[config.mk]
export PLATFORM = sky130hd
export DESIGN_NAME = irq_route_ctl
export DESIGN_NICKNAME = d
export VERILOG_FILES = /design/src/rtl/irq_route_pkg.sv /design/src/rtl/irq_route_ctrl.sv /design/src/rtl/irq_route_datapath.sv /design/src/rtl/irq_route_ctl.sv
export SDC_FILE = /design/constraint.sdc
export NUM_CORES = 1
export LEC_CHECK = 0
export ABC_CLOCK_PERIOD_IN_PS = 1600
export BUFFER_PORTS_ARGS = -buffer_cell sky130_fd_sc_hd__buf_4
export CORE_AREA = 2 2 142 248
export CTS_BUF_LIST = sky130_fd_sc_hd__clkbuf_4 sky130_fd_sc_hd__clkbuf_8
export DETAILED_ROUTE_END_ITERATION = 8
export DIE_AREA = 0 0 144 250
export GPL_ROUTABILITY_DRIVEN = 0
export PLACE_DENSITY_LB_ADDON = 0.3
export SLEW_MARGIN = 20
export SYNTH_ARGS = -nofsm -noshare
export SYNTH_HDL_FRONTEND = slang
export SYNTH_SLANG_ARGS = --single-unit
[constraint.sdc]
create_clock -name clk -period 1.6 [get_ports clk]
set_clock_uncertainty 0.05 [all_clocks]
set_input_delay 0 -clock clk [delete_from_list [all_inputs] [get_ports clk]]
set_output_delay 0 -clock clk [all_outputs]
set_load 0.1 [all_outputs]
[src/rtl/irq_route_pkg.sv]
package irq_route_pkg;

  typedef enum logic [3:0] {
    GRP_CFG    = 4'd0,
    GRP_PEND   = 4'd1,
    GRP_SENSE  = 4'd2,
    GRP_MSET   = 4'd3,
    GRP_MCLR   = 4'd4,
    GRP_MASK   = 4'd5,
    GRP_EDGE   = 4'd6,
    GRP_CPUMAP = 4'd7,
    GRP_PINMAP = 4'd8
  } regGroup_t;

  typedef struct packed {
    logic dualSel;
    logic edgeSel;
    logic polHigh;
  } senseCfg_t;

  localparam senseCfg_t SENSE_RESET = '{dualSel: 1'b0, edgeSel: 1'b0, polHigh: 1'b1};

  typedef struct packed {
    logic        wrSense;
    logic        wrCpuMap;
    logic        wrPinMap;
    logic        setMask;
    logic        clrMask;
    logic        edgeSet;
    logic        edgeClr;
    logic [7:0]  lineIdx;
    logic [31:0] data;
  } ctrlStrobe_t;

endpackage

[src/rtl/irq_route_ctrl.sv]
module irq_route_ctrl
  import irq_route_pkg::*;
#(
  parameter int NUM_LINES = 16
) (
  input  logic        clk,
  input  logic        rstN,
  input  logic        wrEn,
  input  logic [11:0] addr,
  input  logic [31:0] wrData,
  output ctrlStrobe_t strb
);

  regGroup_t grp;
  logic      idxFromData;
  logic [7:0] rawIdx;
  logic      idxOk;

  always_comb begin
    grp         = regGroup_t'(addr[11:8]);
    idxFromData = (grp == GRP_MSET) || (grp == GRP_MCLR) || (grp == GRP_EDGE);
    rawIdx      = idxFromData ? wrData[7:0] : addr[7:0];
    idxOk       = ({1'b0, rawIdx} < 9'(NUM_LINES));
  end

  always_comb begin
    strb          = '0;
    strb.lineIdx  = rawIdx;
    strb.data     = wrData;
    if (wrEn && idxOk) begin
      unique case (grp)
        GRP_SENSE:  strb.wrSense  = 1'b1;
        GRP_CPUMAP: strb.wrCpuMap = 1'b1;
        GRP_PINMAP: strb.wrPinMap = 1'b1;
        GRP_MSET:   strb.setMask  = 1'b1;
        GRP_MCLR:   strb.clrMask  = 1'b1;
        GRP_EDGE: begin
          strb.edgeSet = wrData[31];
          strb.edgeClr = !wrData[31];
        end
        default: ;
      endcase
    end
  end

  // at most one action per write
  assert_single_strobe_R10: assert property (@(posedge clk) disable iff (!rstN)
    $onehot0({strb.wrSense, strb.wrCpuMap, strb.wrPinMap, strb.setMask,
              strb.clrMask, strb.edgeSet, strb.edgeClr}));

  // any strobe implies the write carried an in-range index
  assert_idx_range_R10: assert property (@(posedge clk) disable iff (!rstN)
    (strb.setMask || strb.clrMask || strb.edgeSet || strb.edgeClr) |->
      ({1'b0, wrData[7:0]} < 9'(NUM_LINES)));

endmodule

[src/rtl/irq_route_datapath.sv]
module irq_route_datapath
  import irq_route_pkg::*;
#(
  parameter int NUM_LINES = 16,
  parameter int NUM_CPUS  = 2,
  parameter int PIN_W     = 3
) (
  input  logic                 clk,
  input  logic                 rstN,
  input  ctrlStrobe_t          strb,
  input  logic [NUM_LINES-1:0] irqIn,
  input  logic [11:0]          addr,
  output logic [31:0]          rdData,
  output logic [NUM_CPUS-1:0]  irqOut
);

  localparam int IDX_W     = (NUM_LINES > 1) ? $clog2(NUM_LINES) : 1;
  localparam int NUM_WORDS = (NUM_LINES + 31) / 32;
  localparam int CFG_N     = NUM_LINES / 8 - 1;

  logic [NUM_LINES-1:0] sync1Q, sync2Q, prevQ;
  logic [NUM_LINES-1:0] maskQ, latchQ, pending;
  senseCfg_t            senseQ  [NUM_LINES];
  logic [NUM_CPUS-1:0]  cpuMapQ [NUM_LINES];
  logic [PIN_W:0]       pinMapQ [NUM_LINES];
  logic [IDX_W-1:0]     curIdx;

  assign curIdx = strb.lineIdx[IDX_W-1:0];

  always_ff @(posedge clk or negedge rstN) begin
    if (!rstN) begin
      sync1Q <= '0;
      sync2Q <= '0;
      prevQ  <= '0;
    end else begin
      sync1Q <= irqIn;
      sync2Q <= sync1Q;
      prevQ  <= sync2Q;
    end
  end

  for (genvar i = 0; i < NUM_LINES; i++) begin : g_line
    logic selHere, riseSeen, fallSeen, edgeHit;

    always_comb begin
      selHere  = (curIdx == IDX_W'(i));
      riseSeen = sync2Q[i] && !prevQ[i];
      fallSeen = !sync2Q[i] && prevQ[i];
      edgeHit  = senseQ[i].edgeSel &&
                 (senseQ[i].dualSel ? (riseSeen || fallSeen)
                                    : (senseQ[i].polHigh ? riseSeen : fallSeen));
      pending[i] = senseQ[i].edgeSel ? latchQ[i]
                                     : (sync2Q[i] == senseQ[i].polHigh);
    end

    always_ff @(posedge clk or negedge rstN) begin
      if (!rstN) begin
        senseQ[i]  <= SENSE_RESET;
        maskQ[i]   <= 1'b0;
        latchQ[i]  <= 1'b0;
        cpuMapQ[i] <= '0;
        pinMapQ[i] <= '0;
      end else begin
        if (strb.wrSense && selHere)
          senseQ[i] <= senseCfg_t'(strb.data[2:0]);
        if (strb.wrCpuMap && selHere)
          cpuMapQ[i] <= strb.data[NUM_CPUS-1:0];
        if (strb.wrPinMap && selHere)
          pinMapQ[i] <= {strb.data[31], strb.data[PIN_W-1:0]};
        if (strb.setMask && selHere)
          maskQ[i] <= 1'b1;
        else if (strb.clrMask && selHere)
          maskQ[i] <= 1'b0;
        if (edgeHit || (strb.edgeSet && selHere))
          latchQ[i] <= 1'b1;
        else if (strb.edgeClr && selHere)
          latchQ[i] <= 1'b0;
      end
    end
  end

  always_comb begin
    irqOut = '0;
    for (int c = 0; c < NUM_CPUS; c++) begin
      for (int i = 0; i < NUM_LINES; i++) begin
        irqOut[c] = irqOut[c] | (pending[i] & maskQ[i] & cpuMapQ[i][c]);
      end
    end
  end

  regGroup_t                grp;
  logic [7:0]               rIdx;
  logic                     rLineOk;
  logic [IDX_W-1:0]         rLine;
  logic [NUM_WORDS*32-1:0]  pendPad;

  always_comb begin
    grp     = regGroup_t'(addr[11:8]);
    rIdx    = addr[7:0];
    rLineOk = ({1'b0, rIdx} < 9'(NUM_LINES));
    rLine   = rIdx[IDX_W-1:0];
    pendPad = '0;
    pendPad[NUM_LINES-1:0] = pending;
    rdData  = '0;
    case (grp)
      GRP_CFG: rdData = 32'(CFG_N);
      GRP_PEND: begin
        for (int w = 0; w < NUM_WORDS; w++) begin
          if (rIdx == 8'(w)) rdData = pendPad[w*32 +: 32];
        end
      end
      GRP_SENSE:  if (rLineOk) rdData = 32'(senseQ[rLine]);
      GRP_MASK:   if (rLineOk) rdData = 32'(maskQ[rLine]);
      GRP_CPUMAP: if (rLineOk) rdData = 32'(cpuMapQ[rLine]);
      GRP_PINMAP: if (rLineOk) rdData = {pinMapQ[rLine][PIN_W], {(31-PIN_W){1'b0}},
                                         pinMapQ[rLine][PIN_W-1:0]};
      default: rdData = '0;
    endcase
  end

  // an index written to the enable-set register turns that line on
  assert_mask_set_R3: assert property (@(posedge clk) disable iff (!rstN)
    strb.setMask |=> maskQ[$past(curIdx)]);

  // an index written to the enable-clear register turns that line off
  assert_mask_clr_R3: assert property (@(posedge clk) disable iff (!rstN)
    strb.clrMask |=> !maskQ[$past(curIdx)]);

  // a software set always leaves the latch pending
  assert_edge_set_R6: assert property (@(posedge clk) disable iff (!rstN)
    strb.edgeSet |=> latchQ[$past(curIdx)]);

  // reset leaves all lines disabled with no latched events
  assert_reset_state_R7: assert property (@(posedge clk)
    !rstN |=> (maskQ == '0 && latchQ == '0));

  // no request leaves the block while every line is disabled
  assert_quiet_masked_R8: assert property (@(posedge clk) disable iff (!rstN)
    (maskQ == '0) |-> (irqOut == '0));

endmodule

[src/rtl/irq_route_ctl.sv]
module irq_route_ctl
  import irq_route_pkg::*;
#(
  parameter int NUM_LINES = 16,
  parameter int NUM_CPUS  = 2,
  parameter int PIN_W     = 3
) (
  input  logic                 clk,
  input  logic                 rstN,
  input  logic                 wrEn,
  input  logic [11:0]          addr,
  input  logic [31:0]          wrData,
  output logic [31:0]          rdData,
  input  logic [NUM_LINES-1:0] irqIn,
  output logic [NUM_CPUS-1:0]  irqOut
);

  ctrlStrobe_t strb;

  irq_route_ctrl #(.NUM_LINES(NUM_LINES)) u_ctrl (
    .clk    (clk),
    .rstN   (rstN),
    .wrEn   (wrEn),
    .addr   (addr),
    .wrData (wrData),
    .strb   (strb)
  );

  irq_route_datapath #(
    .NUM_LINES (NUM_LINES),
    .NUM_CPUS  (NUM_CPUS),
    .PIN_W     (PIN_W)
  ) u_dp (
    .clk    (clk),
    .rstN   (rstN),
    .strb   (strb),
    .irqIn  (irqIn),
    .addr   (addr),
    .rdData (rdData),
    .irqOut (irqOut)
  );

  initial begin
    assert_line_count_R1: assert (NUM_LINES % 8 == 0 && NUM_LINES >= 8 && NUM_LINES <= 256);
  end

endmodule

==> metrics <==
critical path class=flip-flop to output port; Nets=about 1400; DRT Pass-1 Iters=4; post-route ant nets=0; Pwr per Cell Area=slightly below 800 mW/mm2; Congestion Overflow GR=0; cell accounting for the most synthesized area=dfrtp_1; slew at the pin closest to its max-slew limit=about 0.52 ns; RSZ-0062 raised after global routing=true; row cnt=90; count leader, synth=dfrtp_1; wire per inst=around 21 um; Final Worst Setup Slack=-0.961 ns; Final Hold Viols=0; CTS tree=yes; sequential element share of the synthesized area=roughly half; fin crit period=approximately 2.6 ns; maxcap violations=0; DR iter-0 viols=about 480; clk sinks=about 220; Post-synth EDFFs=0; Rel. slew slack=between 60 and 70%; DP HPWL=around 27000 um; Syn Inst Count=around 940; vias in the first global route=9891; share of the synthesized area in the top cell type=between 40% and 50%; WP data arrival=around 2.5 ns; maximum clock rate=0.391 GHz; initial antenna violation count=1; Die Ht=250 um; Worst-Skew Late Latency=roughly 0.57 ns; worst path required time=approximately 1.6 ns; Fin Setup TNS=-9.60 ns; synth cell count leaders=208 x dfrtp_1, 144 x mux2_1, 44 x nand2_1; Final Cycle Share=160%; first-pass GRT wire length=approximately 58000 um; chip width=roughly 140 um; synth warn=0; Initial Util=between 30% and 40%; failing checks=setup timing; CTS Buf Count=37; Syn Std Cell Area=between 0.01 and 0.015 mm2; Clk pin slew, worst setup/hold paths=approximately 0.070 ns; top area cells in the synthesized netlist=dfrtp_1 44%, mux2_1 14%, mux4_2 7.1%; Via density=between 5 and 6; CP Launch Type=flip-flop; outcome=complete, but fails checks; Vias=between 9000 and 10000; fin cells=roughly 1800; leakage=about 7.8 nW; Die ar.=roughly 0.036 mm2; syn avg cell area=roughly 12 um2; global-route usage over all layers=roughly a fifth; largest net degree at the start of global routing=52; unique cell type count in the Yosys netlist=between 40 and 50; asr flop ratio synth=between 90% and 100%; buffers added on ports=between 50 and 60; Detailed Route WL=36900 um; DRC errors left=0; Layout area overhead=48.2%; I/O pins=just under 100; Peak VDD IR=~0.46 mV; ys flop type=dfrtp_1; buffer depth of the longest clock path=3; Crit Path Max Fanout=2; Final Max Tran Viols=0; Root Driver=clkbuf_8; setup violators final=19; placed cells=1672; layout cell share with drive strength beyond 1=54.9%; H-Tree Depth=2; total power=~0.014 W; pre-CTS setup slack=-0.588 ns; core area=0.0341 mm2; Crit. End Element=output port; final hold slack=about 0.044 ns; Seq cells post-synth=between 200 and 250; Hold Path Class=primary input to flip-flop
report_power, final:
| part | switching, W | leakage, nW | internal [W] |
|---|---|---|---|
| Clock | 0.00245 | 0.469 | 0.00365 |
| Sequential | 0.0000656 | 2.87 | 0.00576 |
| Combinational | 0.00100 | 4.46 | 0.000717 |
| Total | 0.00352 | 7.81 | 0.0101 |
metal layers:
layer  global-route usage, %  routed length, um
met1                    22.5              13100
met2                    39.3              20200
met3                    3.09               1300
met4                    11.8               2280
met5                       0                  0
worst max-delay path: stages (launching register included):
cell and delay [ns]:
dfrtp_1 0.40, mux4_2 0.56, mux2_4 0.30, nand3_2 0.08, o21ai_2 0.05, o31ai_1 0.19, buf_4 0.16, o21ai_4 0.06
buf_12 0.16
cells by family (layout without fill, tap and decap cells):
kind of cell / Yosys count / in the layout / share of synthesized area [%]
other: 1 / 16 / 0.0320
muxes: 212 / 212 / 23.8
and+or+nand+nor: 225 / 225 / 12.3
adders and majority gates: 32 / 32 / 3.42
AOI/OAI and AO/OA: 130 / 130 / 7.08
buffers and inverters: 102 / 466 / 4.13
DFF: 224 / 224 / 48.0
xor gates and xnor gates: 16 / 16 / 1.20
timing repair:
action                                 in CTS  in global routing
hold buffers                               22                  0
endpoints found under the hold margin     298                  0
buffers inserted                           17                 14
setup endpoints to repair                  19                 45
gates cloned                                0                  0
gates resized for setup                   113                 16
pin swaps                                  34                 26
path summary, 6_finish.rpt:
path                                 startpoint              end  slack [ns]  cells past startpoint
worst max-delay path            u_dp.senseQ[13]        rdData[1]       -0.96                      8
worst min-delay path                   irqIn[0]   u_dp.sync1Q[0]        0.04                      2
worst max register to register  u_dp.senseQ[15]  u_dp.latchQ[10]        0.09                      5
worst min register to register  u_dp.sync1Q[12]  u_dp.sync2Q[12]        0.29                      0
max in group asynchronous                  rstN  u_dp.senseQ[45]        0.39                      4
min in group asynchronous                  rstN  u_dp.senseQ[14]        0.45                      3
cell usage in the layout, fill, tap and decap left out, types with 14 or more instances in the layout:
cell,instances
buf_4,290
ha_1,32
inv_1,38
nand2_1,44
clkbuf_8,45
o21ai_1,41
nand3_1,34
mux2_1,37
o211ai_1,32
buf_12,40
mux2_2,15
nand4_4,16
dfrtp_1,207
dfstp_2,16
o21ai_2,14
nor2_4,48
conb_1,15
dlygate4sd3_1,22
mux2_4,110
mux4_2,37
flip-flops by register name, summed over array words and instances (netlist names):
signal,cells
u_dp.pinMapQ,64
u_dp.senseQ,48
u_dp.cpuMapQ,32
u_dp.latchQ,16
u_dp.maskQ,16
u_dp.prevQ,16
u_dp.sync1Q,16
u_dp.sync2Q,16
area by class of cell:
type	count	area, um2
Tap cell	460	576
Sequential cell	224	5630
Clock buffer	57	709
Fill cell	2927	16800
Clock inverter	11	183
Multi-Input combinational cell	630	6830
Inverter	38	143
Antenna cell	1	2.50
Timing Repair Buffer	360	3300
stage by stage:
step	cell area, um2	utilization (%)
4_1_cts	17200	50.3
3_3_place_gp	15500	45.6
3_5_place_dp	15500	45.6
6_report	17400	50.9
2_1_floorplan	12800	-
5_1_grt	17400	50.9
No activity file was read; power rests on OpenSTA's default activity.
